<file path="src/rtl/qaa_pkg.sv">
package qaa_pkg;
  // QoS field width is fixed by the link definition.
  parameter int unsigned QAA_QOS_W = 4;

  typedef logic [QAA_QOS_W-1:0] qos_t;

  // Eligibility rule: strictly above the threshold, or threshold zero.
  function automatic logic qos_passes(qos_t q, qos_t thr);
    return (thr == '0) || (q > thr);
  endfunction
endpackage

</file>
<file path="src/rtl/qaa_sync.sv">
module qaa_sync #(
  parameter int unsigned W = 4
) (
  input  logic         clk,
  input  logic         rst_n,
  input  logic [W-1:0] async_in,
  output logic [W-1:0] sync_out
);
  logic [W-1:0] stage1_q;
  logic [W-1:0] stage2_q;

  always_ff @(posedge clk or negedge rst_n) begin
    if (!rst_n) begin
      stage1_q <= '0;
      stage2_q <= '0;
    end else begin
      stage1_q <= async_in;
      stage2_q <= stage1_q;
    end
  end

  assign sync_out = stage2_q;
endmodule

</file>
<file path="src/rtl/qaa_pick.sv">
module qaa_pick
  import qaa_pkg::*;
#(
  parameter int unsigned N_REQ = 4,
  parameter int unsigned SRC_W = 2
) (
  input  logic [N_REQ-1:0]           cand,
  input  logic [N_REQ-1:0]           is_write,
  input  logic [N_REQ*QAA_QOS_W-1:0] qos_flat,
  input  qos_t                       rd_thr,
  input  qos_t                       wr_thr,
  input  logic [SRC_W-1:0]           rr_ptr,
  output logic                       any_elig,
  output logic [SRC_W-1:0]           win_idx
);
  qos_t             qos_arr [N_REQ];
  logic [N_REQ-1:0] elig;
  qos_t             top_qos;
  logic             found;

  for (genvar g = 0; g < N_REQ; g++) begin : g_unpack
    assign qos_arr[g] = qos_flat[g*QAA_QOS_W +: QAA_QOS_W];
    assign elig[g]    = cand[g] &
                        qos_passes(qos_arr[g], is_write[g] ? wr_thr : rd_thr);
  end

  // Highest QoS among eligible requesters.
  always_comb begin
    top_qos = '0;
    for (int i = 0; i < N_REQ; i++) begin
      if (elig[i] && (qos_arr[i] > top_qos)) top_qos = qos_arr[i];
    end
  end

  // First eligible at top QoS, searching upward from the pointer with wrap.
  always_comb begin
    win_idx = '0;
    found   = 1'b0;
    for (int k = 0; k < N_REQ; k++) begin
      int j;
      j = int'(rr_ptr) + k;
      if (j >= int'(N_REQ)) j = j - int'(N_REQ);
      if (!found && elig[j] && (qos_arr[j] == top_qos)) begin
        win_idx = SRC_W'(j);
        found   = 1'b1;
      end
    end
  end

  assign any_elig = |elig;
endmodule

</file>
<file path="src/rtl/qos_accept_arb.sv">
module qos_accept_arb
  import qaa_pkg::*;
#(
  parameter int unsigned N_REQ = 4,
  parameter int unsigned PW    = 16,
  parameter int unsigned SRC_W = $clog2(N_REQ)
) (
  input  logic                       clk,
  input  logic                       rst_n,
  input  logic [N_REQ-1:0]           up_valid,
  input  logic [N_REQ-1:0]           up_write,
  input  logic [N_REQ*QAA_QOS_W-1:0] up_qos,
  input  logic [N_REQ*PW-1:0]        up_data,
  output logic [N_REQ-1:0]           up_ready,
  input  logic [QAA_QOS_W-1:0]       rd_accept_thr,
  input  logic [QAA_QOS_W-1:0]       wr_accept_thr,
  output logic                       dn_valid,
  input  logic                       dn_ready,
  output logic                       dn_write,
  output logic [QAA_QOS_W-1:0]       dn_qos,
  output logic [PW-1:0]              dn_data,
  output logic [SRC_W-1:0]           dn_src
);
  localparam logic [SRC_W-1:0] LAST_IDX = SRC_W'(N_REQ - 1);

  qos_t             rd_thr_s;
  qos_t             wr_thr_s;
  logic             vld_q,  vld_d;
  logic [SRC_W-1:0] gnt_q,  gnt_d;
  logic [SRC_W-1:0] rr_q,   rr_d;
  logic             hs;
  logic             load;
  logic [N_REQ-1:0] hs_mask;
  logic [N_REQ-1:0] cand;
  logic             pick_any;
  logic [SRC_W-1:0] pick_idx;

  qaa_sync #(.W(QAA_QOS_W)) u_rd_sync (
    .clk(clk), .rst_n(rst_n), .async_in(rd_accept_thr), .sync_out(rd_thr_s));
  qaa_sync #(.W(QAA_QOS_W)) u_wr_sync (
    .clk(clk), .rst_n(rst_n), .async_in(wr_accept_thr), .sync_out(wr_thr_s));

  qaa_pick #(.N_REQ(N_REQ), .SRC_W(SRC_W)) u_pick (
    .cand    (cand),
    .is_write(up_write),
    .qos_flat(up_qos),
    .rd_thr  (rd_thr_s),
    .wr_thr  (wr_thr_s),
    .rr_ptr  (rr_q),
    .any_elig(pick_any),
    .win_idx (pick_idx)
  );

  // Next-state logic.
  always_comb begin
    hs      = vld_q & dn_ready;
    load    = ~vld_q | dn_ready;
    hs_mask = '0;
    if (hs) hs_mask[gnt_q] = 1'b1;
    cand    = up_valid & ~hs_mask;

    vld_d = vld_q;
    gnt_d = gnt_q;
    if (load) begin
      vld_d = pick_any;
      if (pick_any) gnt_d = pick_idx;
    end

    rr_d = rr_q;
    if (hs) rr_d = (gnt_q == LAST_IDX) ? '0 : gnt_q + 1'b1;
  end

  // State registers.
  always_ff @(posedge clk or negedge rst_n) begin
    if (!rst_n) begin
      vld_q <= 1'b0;
      gnt_q <= '0;
      rr_q  <= '0;
    end else begin
      vld_q <= vld_d;
      if (load) gnt_q <= gnt_d;
      if (hs)   rr_q  <= rr_d;
    end
  end

  for (genvar g = 0; g < N_REQ; g++) begin : g_ready
    assign up_ready[g] = hs & (gnt_q == SRC_W'(g));
  end

  assign dn_valid = vld_q;
  assign dn_src   = gnt_q;
  assign dn_write = up_write[gnt_q];
  assign dn_qos   = up_qos[gnt_q*QAA_QOS_W +: QAA_QOS_W];
  assign dn_data  = up_data[gnt_q*PW +: PW];
endmodule

</file>
<file path="config.mk">
export PLATFORM = sky130hd
export DESIGN_NAME = qos_accept_arb
export DESIGN_NICKNAME = d
export VERILOG_FILES = /design/src/rtl/qaa_pkg.sv /design/src/rtl/qaa_sync.sv /design/src/rtl/qaa_pick.sv /design/src/rtl/qos_accept_arb.sv
export SDC_FILE = /design/constraint.sdc
export NUM_CORES = 1
export LEC_CHECK = 0
export ABC_AREA = 1
export BUFFER_PORTS_ARGS = -buffer_cell sky130_fd_sc_hd__buf_4
export CAP_MARGIN = 20
export CORE_ASPECT_RATIO = 0.6
export CORE_UTILIZATION = 25
export CTS_CLUSTER_SIZE = 16
export DETAILED_ROUTE_END_ITERATION = 6
export GPL_TIMING_DRIVEN = 0
export MAX_ROUTING_LAYER = met4
export PLACE_DENSITY = 0.42
export SLEW_MARGIN = 20
export SYNTH_ARGS = -nofsm -noshare
export SYNTH_HDL_FRONTEND = slang
export SYNTH_SLANG_ARGS = --single-unit
</file>
<file path="constraint.sdc">
create_clock -name clk -period 6.1 [get_ports clk]
set_input_delay 0 -clock clk [delete_from_list [all_inputs] [get_ports clk]]
set_output_delay 0 -clock clk [all_outputs]
set_load 0.01 [all_outputs]
</file>
* Yosys cells after proc, flatten, opt, wreduce, memory -nomap -nowiden
Index checks and enable logic that the tools add are counted.
Widths: inputs -> output; s select.
** Word-level totals
- Flip-flop bits (word level) :: 21
- Bits in latches :: 0
- Bits in writable memories :: 0
- ROM bits :: 0
- Input bits :: 99
- Word-level logic and storage cells :: 138
- Memories :: 0
** Operators by class
- $add $sub $neg :: 8
- Multipliers :: 0
- Divide/modulo/power cells :: 0
- Magnitude comparators :: 22
- Eq/ne operators :: 7
- Shift-type cells :: 2
- Multiplexer cells :: 49
- Bitwise operators :: 17
- Reductions and logical operators :: 26
** Operators with widths (count)
- $ge 32x3->1 const B :: 4
- $lt 32x4->1 const B :: 4
- $mux 32 :: 4
- $not 32->32 :: 4
- $ge 32x4->1 const B :: 3
- $sub 32x4->32 const B :: 3
- $mux 4 :: 17
- $shiftx 64x7->16 :: 1
- $bmux 4 s2 :: 4
- $gt 4x4->1 :: 7
- $eq 4x4->1 :: 4
- $logic_not 4->1 :: 4
- $shiftx 16x5->4 :: 1
- $mux 1 :: 13
- $logic_and 1x1->1 :: 12
- $bmux 1 s2 :: 5
- $mux 2 :: 5
- $and 1x1->1 :: 9
- $add 2x2->3 const B :: 2
- $and 4x4->4 :: 1
- $eq 2x2->1 const B :: 2
- $gt 4x1->1 const B :: 1
- $logic_or 1x1->1 :: 4
- $not 4->4 :: 1
- 14 further kinds :: 16

* Depth between registers and ports, before layout
Gate-level depths: netlist of run 1.
- Depth after elaboration :: 34
- Mapped depth :: 53
- Depth with buffers taken out :: 53

* Cells and area by module
Synthesis of run 1 repeated with hierarchy kept, for this count alone.
** Unflattened totals
- Cell total of the unflattened synthesis :: 724
- Area total of the unflattened synthesis :: 4136.5 um2
** Modules (own cells, without submodules)
- qaa_pick :: times used 1, cells each 419, area an instance 2354.8 um2, sequential area each 0.0 um2
- qos_accept_arb :: times used 1, cells each 289, area an instance 1381.3 um2, sequential area each 125.1 um2
- qaa_sync :: times used 2, cells each 8, area an instance 200.2 um2, sequential area each 200.2 um2

* Worst setup path before layout of run 1
Ideal clock, no wire load.
- Path kind :: register to register
- Start :: register gnt_q[1], in the netlist dn_src[1]
- End :: register gnt_q[1], in the netlist dn_src[1]
- Library setup time :: 0.117 ns
- Arrival :: 5.225 ns
- Required time :: 5.983 ns
- Setup slack :: 0.758 ns
- Stages on the path, launching flop included :: 41
- Cell sequence :: dfrtp_1 > inv_1 > clkbuf_1 > ha_1 > inv_1 > o21ai_0 > inv_1 > nand3_1 > inv_1 > ha_1 > nand2_1 > nor2_1 > a21oi_1 > nand3_4 > nand2_1 > nand2_1 > ha_1 > nand2_1 > [... 5 more ...] > and2_2 > ha_1 > nand2_1 > o21ai_0 > o21a_1 > nand2_8 > nand3_4 > nand2_4 > nand2_1 > inv_2 > nor2_2 > nand2_1 > nor2_2 > nor2_2 > nand3_1 > nand2_1 > nor2_1 > nor2_1
** Between the ends
- Word-level cells in the longest chain between the ends :: 34
** Ends and longest elaborated chain
- start, declared :: line qos_accept_arb.sv:29 : logic [SRC_W-1:0] gnt_q, gnt_d;
- start signal, assigned :: line qos_accept_arb.sv:81 : if (load) gnt_q <= gnt_d;
- $lt 2x3->1 (not written as such) or $ge 2x1->1 (tied branches) :: line qos_accept_arb.sv:59 : if (hs) hs_mask[gnt_q] = 1'b1;
- $logic_and 1x1->1 (not written as such) :: line qos_accept_arb.sv:59
- $mux 1 (not written as such) :: line qos_accept_arb.sv:59
- $demux 1 s2 (*) :: line qos_accept_arb.sv:59
- $mux 4 (*) :: line qos_accept_arb.sv:59
- $not 4->4 (*) :: line qos_accept_arb.sv:60 : cand = up_valid & ~hs_mask;
- $and 4x4->4 (*) :: line qos_accept_arb.sv:60
- $and 1x1->1 :: line qaa_pick.sv:23 : assign elig[g] = cand[g] &
- [... 15 more ...]
- $logic_and 1x1->1 (2 in a row) :: line qaa_pick.sv:43 : if (!found && elig[j] && (qos_arr[j] == top_qos)) begin
- $mux 1 :: line qaa_pick.sv:43
- $logic_not 1->1 :: line qaa_pick.sv:43
- $logic_and 1x1->1 (2 in a row) :: line qaa_pick.sv:43
- $mux 1 :: line qaa_pick.sv:43
- $logic_not 1->1 :: line qaa_pick.sv:43
- $logic_and 1x1->1 (2 in a row) :: line qaa_pick.sv:43
- $mux 2 :: line qaa_pick.sv:43
Every way passes the cells marked *; elsewhere a longest branch is shown, timed or not. The select of a mux whose other input is x is not followed.
A chain may end at the register's enable or synchronous reset.

* Worst setup path in the final report of run 1
- Start :: register u_rd_sync.stage2_q[1], in the netlist u_rd_sync.sync_out[1]
- End :: register gnt_q[1], in the netlist dn_src[1]
** Between the ends
- Word-level cells in the longest chain between the ends :: 30
** Ends and longest elaborated chain
- start, declared :: line qaa_sync.sv:10 : logic [W-1:0] stage2_q;
- start signal, assigned :: line qaa_sync.sv:18 : stage2_q <= stage1_q;
- $mux 4 :: line qaa_pick.sv:24 : qos_passes(qos_arr[g], is_write[g] ? wr_thr : rd_thr);
- $gt 4x4->1 or $logic_not 4->1 (tied branches) :: line qaa_pkg.sv:9 : return (thr == '0) || (q > thr);
- $logic_or 1x1->1 :: line qaa_pkg.sv:9
- $and 1x1->1 :: line qaa_pick.sv:23
- $logic_and 1x1->1 :: line qaa_pick.sv:31 : if (elig[i] && (qos_arr[i] > top_qos)) top_qos = qos_arr[i];
- $mux 4 :: line qaa_pick.sv:31
- $gt 4x4->1 :: line qaa_pick.sv:31
- $logic_and 1x1->1 :: line qaa_pick.sv:31
- [... 11 more ...]
- $logic_and 1x1->1 (2 in a row) :: line qaa_pick.sv:43
- $mux 1 :: line qaa_pick.sv:43
- $logic_not 1->1 :: line qaa_pick.sv:43
- $logic_and 1x1->1 (2 in a row) :: line qaa_pick.sv:43
- $mux 1 :: line qaa_pick.sv:43
- $logic_not 1->1 :: line qaa_pick.sv:43
- $logic_and 1x1->1 (2 in a row) :: line qaa_pick.sv:43
- $mux 2 :: line qaa_pick.sv:43
Parallel ways exist; a longest one is shown, timed or not. The select of a mux whose other input is x is not followed.

==> results of run 1 <==
-- layer usage --
metal / GRT usage / wire length (um) / share of wire
met5: - / 0 / 0
met4: 0.0186 / 43 / 0.0028
met3: 0.00773 / 554 / 0.037
met2: 0.293 / 6000 / 0.40
met1: 0.327 / 8550 / 0.56
-- placed cells by master, fill, tap and decap left out, types with 3 or more instances in the layout --
cell type / n
nand3_1: 23
nand2_8: 3
inv_1: 74
ha_4: 4
nor2_2: 9
nand3_2: 8
buf_2: 6
ha_1: 28
dlygate4sd3_1: 10
nor2_4: 3
o21ai_1: 12
inv_2: 7
clkbuf_1: 9
nand3_4: 7
a21oi_1: 28
dfrtp_1: 19
nand2_1: 133
clkbuf_16: 3
nand2_4: 8
buf_4: 141
nor2_1: 52
o22ai_1: 16
o21ai_0: 81
nand2_2: 26
nand4_1: 7
nand3b_1: 8
clkinvlp_4: 3
-- sequential cells by signal, indices dropped and copies added, names as in the netlist --
name,cells
u_wr_sync.sync_out,4
u_wr_sync.stage1_q,4
u_rd_sync.stage1_q,4
dn_src,2
rr_q,2
u_rd_sync.sync_out,4
dn_valid,1
-- critical path: cells and delay by family, from the launching register on --
kind / cells / cell delay, ns
adder cells (fa/ha/maj): 4 / 1.13
buffers and inverters: 5 / 0.35
flip-flops: 1 / 0.40
AO/OA/AOI/OAI: 6 / 1.10
AND/OR/NAND/NOR: 31 / 2.59
-- what timing repair did --
item,CTS,global route
endpoints found under the hold margin,30,0
hold buffers,10,0
pin swaps,0,23
resized for setup,7,38
endpoints found under the setup margin,2,2
setup buffers,2,15
-- final cells by class --
cell class | instances | share of cell area
flip-flops and latches | 21 | 0.0991
clock buffers | 3 | 0.0141
well taps | 192 | 0.0451
plain buffers | 19 | 0.0195
multi-input cells | 471 | 0.534
repair buffers | 151 | 0.220
clock inverters | 1 | 0.00141
inverters | 87 | 0.0664
-- path summary, 6_finish.rpt --
kind,start,endpoint,cells after the start
max,u_rd_sync.sync_out[1]$_DFF_PN0_,dn_src[1]$_DFFE_PN0P_,46
min,rst_n,dn_valid$_DFFE_PN0P_,2
max reg2reg,u_rd_sync.sync_out[1]$_DFF_PN0_,dn_src[1]$_DFFE_PN0P_,46
min reg2reg,u_rd_sync.stage1_q[0]$_DFF_PN0_,u_rd_sync.sync_out[0]$_DFF_PN0_,0
max in group asynchronous,rst_n,dn_src[1]$_DFFE_PN0P_,2
min in group clk,up_valid[3],dn_valid$_DFFE_PN0P_,7
-- power groups by stage --
stage | clock [mW] | combinational [mW] | sequential, mW
final | 0.137 | 1.69 | 0.182
after global routing | 0.146 | 1.87 | 0.184
after CTS | 0.141 | 1.57 | 0.197
after detailed placement | 0 | 1.54 | 0.195
after global placement | 0 | 1.53 | 0.197
after floorplan | 0 | 1.01 | 0.184
-- through the flow --
step                      hold slack [ns]  instance area, um2  setup slack (ns)   util  cells
after global placement             -0.108                4820            -0.767  0.345    916
after floorplan                    -0.296                3640             0.758      -    600
after detailed placement           -0.105                4820            -0.794  0.345    916
after CTS                           0.163                5030            0.0316  0.360    930
after global routing                0.194                5330            0.0160  0.382    945
final                               0.154                5330             0.365  0.382    945
-- kinds of logic (layout without fill, tap and decap cells) --
| kind of cell | count (synthesis) | in the layout | synth area share |
|---|---|---|---|
| buffers and inverters | 108 | 261 | 0.126 |
| xor gates and xnor gates | 1 | 1 | 0.00755 |
| adders and majority gates | 32 | 32 | 0.110 |
| and+or+nand+nor | 293 | 293 | 0.405 |
| DFF | 21 | 21 | 0.144 |
| AOI/OAI and AO/OA | 145 | 145 | 0.207 |
==> out/metrics.yaml, run 1 <==
synthesis:
  synth_flop_cell: "dfrtp_1"
  synth_top_area_frac: 0.148
  ys_seq_area_frac: 0.144
  synth_area_leader_cell: "nand2_1"
  synth_fp_nets: 731
  synth_area_um2: 3640
  synth.area.top_cells: "nand2_1 (15%), dfrtp_1 (14%), o21ai_0 (11%), ha_1 (11%), inv_1 (8.0%)"
  syn_avg_cell_area_um2: 6.07
  ys_warn_count: 0
  ys_types: 37
  synth.most_common_cell: "nand2_1"
  async_flop_share: 1.00
  yosys_register_bits: 21
  synth_common_cells: "nand2_1 (144), o21ai_0 (83), inv_1 (78)"
  synth_edf_count: 0
  syn_inst: 600
cells_and_area:
  synthToLayoutAreaGrowth_pct: 46.2
  antenna_cells: 0
  regArea_um2: 528
  fillers: 1506
  layout.nets: 885
  multi_input_area_um2: 2850
  drive_gt1_frac: 0.329
clock_network:
  numCtsBuffers: 3
  htree_levels: 1
  clk_latency_ns: 0.25
  root_buffer: "clkbuf_16"
  path_clk_slew_ns: 0.06
  cts_tree: "done"
  cts.sinks: 21
  clock_path_buffers: 2
worst_setup_path:
  max_stage_delay_ns: 0.40
  cp_max_fo: 5
  ff2ff_setup_slack_ns: 0.36
  cp.required_ns: 6.24
  crit_type: "flip-flop to flip-flop"
  start_kind: "flip-flop"
  endpoint_kind: "flip-flop"
  cpMostUsedCell: "nand2_1"
  arrival_ns: 5.88
  critPathSlowestCell: "dfrtp_1"
floorplan:
  die_h_um: 95.5
  initial_core_util: 0.261
  core_area_um2: 14000
  pin_count: 127
  rows: 33
  dieArea_um2: 15100
  dieWidth_um: 158
detailed_routing:
  post_drt_via_cell_ratio: 4.80
  vias: 4540
  wirelength_um: 15100
  wl_per_cell_um: 16.0
  ant_nets: 0
  drtPass1Iterations: 4
  drc: 0
  first_iter_violations: 252
pwr:
  pwr-share-seq: 0.090
  p_int_mw: 0.896
  clkPwrFrac: 0.068
  power_frac_comb: 0.841
  leakage_nw: 2.72
  power_density_nw_per_um2: 377
  ir_drop_mv: 0.209
  switching_power_mw: 1.12
  switching_share: 0.555
  finalPower_mw: 2.01
sta:
  drv_slew: 0
  min_period_over_period: 0.940
  worst_slew_pin_slew_ns: 0.627
  finClkSkew_ns: 0.00119
  hold_viol: 0
  fmax_ghz: 0.174
  setup_tns_ns: 0
  finalSetupViolations: 0
  min_period_ns: 5.74
  slew_headroom: 0.582
  grt_setup_unrepaired: "no"
grt:
  overflow: 0
  grt_pass1_vias: 4118
  grt_usage: 0.207
  grt_max_degree: 22
  grt_pass1_wl_um: 22700
  antenna_found_initial: 0
min_path:
  hold_class: "primary input to async pin"
placed_design:
  dp_hpwl_um: 12700
  io_buffers: 124
  gp_congestion: 0.922
job:
  maxCapViolations: 0
run_status:
  status: "finished, final reports clean"
Power figures use the tool's default switching activity.
==> inputs of run 2 (changes only) <==
BUFFER_PORTS_ARGS = unset   (was -buffer_cell sky130_fd_sc_hd__buf_4)
DONT_BUFFER_PORTS = 1   (was unset)
PLACE_DENSITY = 0.34   (was 0.42)
==> run 2 against run 1 <==
  * Largest cell class unchanged
  * Die area unchanged
  * Combinational power shrank 14%
  * First-iteration DRC count increased by 9.5%
  * Cell area down 17%
  * Sequential power rose by 12%
  * Highest routed layer unchanged
  * Routed wire length shrank 4.8%
==> out/metrics.yaml, run 2 (synthesis gave the netlist of run 1 again) <==
run_status:
  status: "finished, final reports clean"
clock_network:
  cts.sinks: 21  # unchanged
  clock_path_buffers: 2  # unchanged
  htree_levels: 1  # unchanged
  path_clk_slew_ns: 0.06  # about the same
  root_buffer: "clkbuf_16"
  clk_latency_ns: 0.25  # about the same
  cts_tree: "done"
  numCtsBuffers: 3  # unchanged
detailed_routing:
  first_iter_violations: 276  # +9.5%
  ant_nets: 0  # unchanged
  drtPass1Iterations: 5  # +1
  drc: 0  # unchanged
  wl_per_cell_um: 17.6  # +9.9%
  wirelength_um: 14400  # -4.8%
  post_drt_via_cell_ratio: 4.90  # +2.1%
  vias: 4016  # -12%
floorplan:
  rows: 33  # unchanged
  initial_core_util: 0.261  # unchanged
  dieWidth_um: 158  # unchanged
  pin_count: 127  # unchanged
  dieArea_um2: 15100  # unchanged
  core_area_um2: 14000  # unchanged
  die_h_um: 95.5  # unchanged
pwr:
  leakage_nw: 2.10  # -23%
  finalPower_mw: 1.80  # -11%
  power_density_nw_per_um2: 407  # +7.8%
  ir_drop_mv: 0.132  # -37%
worst_setup_path:
  arrival_ns: 5.94  # +0.06 ns
  r2r_start: "dn_src[0]$_DFFE_PN0P_"
  cp_max_fo: 6  # +1
  rr_endpoint: "dn_src[0]$_DFFE_PN0P_"
  endpoint_kind: "flip-flop"
  cp.required_ns: 6.27  # +0.03 ns
  cpMostUsedCell: "nand2_1"
  start_kind: "flip-flop"
  crit_type: "flip-flop to flip-flop"
  max_stage_delay_ns: 0.52  # +0.12 ns
  critPathSlowestCell: "dfrtp_2"
  ff2ff_setup_slack_ns: 0.33  # -0.03 ns
  reg2reg_depth: 40  # -13%
min_path:
  hold_class: "primary input to flip-flop"
  min-delay-start: "dn_ready"
  holdPathEnd: "rr_q[0]$_DFFE_PN0P_"
  whs_path_depth: 3
placed_design:
  dp_hpwl_um: 11600  # -9.0%
  io_buffers: 0  # -100%
  post-place-cells: 792  # -14%
  dpl_worst_slack_ns: -0.967  # -0.173 ns
  place_area_um2: 3880  # -19%
  gp_congestion: 0.863  # -6.4%
sta:
  slew_headroom: 0.366  # -0.216
  min_period_ns: 5.77  # +0.0334 ns
  fmax_ghz: 0.173  # -0.58%
  min_period_over_period: 0.946  # +0.00548
  hold_viol: 0  # unchanged
  finalSetupViolations: 0  # unchanged
  whs_ns: 0.0753  # -0.0791 ns
  drv_slew: 0  # unchanged
  layout_setup_ws_ns: 0.332  # -0.0334 ns
  finClkSkew_ns: 0.00237  # +0.00118 ns
  worst_slew_pin_slew_ns: 0.948  # +0.321 ns
cells_and_area:
  layout.nets: 759  # -14%
  drive_gt1_frac: 0.211  # -0.119
  antenna_cells: 0  # unchanged
  final_common_cell: "nand2_1"
  fillers: 1588  # +5.4%
  final_cell_mix: "nand2_1 (131), o21ai_0 (81), inv_1 (72)"
  stdcell_area_um2: 4420  # -17%
  stdcell_count: 819  # -13%
  synthToLayoutAreaGrowth_pct: 21.1
job:
  maxCapViolations: 0  # unchanged
grt:
  grt_pass1_vias: 3637  # -12%
  grt_max_degree: 22  # unchanged
  grt_pass1_wl_um: 21000  # -7.6%
  grt_usage: 0.194  # -0.0127
  overflow: 0  # unchanged
  antenna_found_initial: 0  # unchanged
## run 2: cell count changes in the layout (fill, tap and decap cells not counted), moves of 2 or more
cell / change
nor2_2: +3
ha_1: -3
ha_4: +3
nor2_1: -3
nand3_2: -2
nand2_1: -2
buf_4: -125
inv_2: +2
nand2_2: +3
inv_1: -2
## run 2: how the worst max path moves through the flow
stage / slack (ns) / startpoint / cells past startpoint / end
global route: -0.07 / u_rd_sync.sync_out[1]$_DFF_PN0_ / 47 / dn_src[1]$_DFFE_PN0P_
global placement: -0.94 / dn_src[1]$_DFFE_PN0P_ / 39 / dn_src[0]$_DFFE_PN0P_
floorplan: 0.76 / dn_src[1]$_DFFE_PN0P_ / 40 / dn_src[1]$_DFFE_PN0P_
CTS: 0.003 / u_rd_sync.sync_out[1]$_DFF_PN0_ / 46 / dn_src[1]$_DFFE_PN0P_
detailed placement: -0.97 / dn_src[1]$_DFFE_PN0P_ / 40 / dn_src[0]$_DFFE_PN0P_
finish: 0.33 / dn_src[0]$_DFFE_PN0P_ / 40 / dn_src[0]$_DFFE_PN0P_
## run 2: per-stage QoR
stage / utilization / TNS [ns]
6_report: 0.316 / 0
5_1_grt: 0.316 / -0.133
4_1_cts: 0.294 / 0
3_5_place_dp: 0.278 / -1.92
3_3_place_gp: 0.278 / -1.87
2_1_floorplan: - / 0
## run 2: repair_timing
action	CTS	global route
setup endpoints to repair	2	2
gates resized for setup	10	44
pin swaps	1	23
setup buffers	3	12
hold endpoints to repair	30	0
hold buffers	10	0
## run 2: cell type report
| cell class | count | area [um2] | area share |
|---|---|---|---|
| multi-input combinational | 471 | 2890 | 0.655 |
| tap | 192 | 240 | 0.0544 |
| inverter | 87 | 354 | 0.0802 |
| sequential | 21 | 532 | 0.120 |
| buffer | 19 | 104 | 0.0235 |
| clock buffer | 3 | 75.1 | 0.0170 |
| timing repair buffer | 25 | 210 | 0.0476 |
| clock inverter | 1 | 7.51 | 0.00170 |
## run 2: power breakdown
part           total [mW]  internal, mW  switching, mW
clock               0.139        0.0887         0.0507
combinational        1.45         0.476          0.977
sequential          0.204         0.162         0.0416
## run 2: critical path: cells and delay by family, from the launching register on
family / cells / cell delay (ns)
adders and majority gates: 4 / 1.02
buffers and inverters: 6 / 0.79
AOI/OAI and AO/OA: 8 / 1.04
and+or+nand+nor: 22 / 2.30
DFF: 1 / 0.52
## run 2: per-layer routing
| metal | track usage | share of wire | vias up |
|---|---|---|---|
| met5 | - | 0 | - |
| met3 | 0.0209 | 0.065 | 4 |
| met2 | 0.264 | 0.37 | 146 |
| met4 | 0.0121 | 0.0016 | 0 |
| li1 | - | - | 2018 |
| met1 | 0.309 | 0.56 | 1848 |
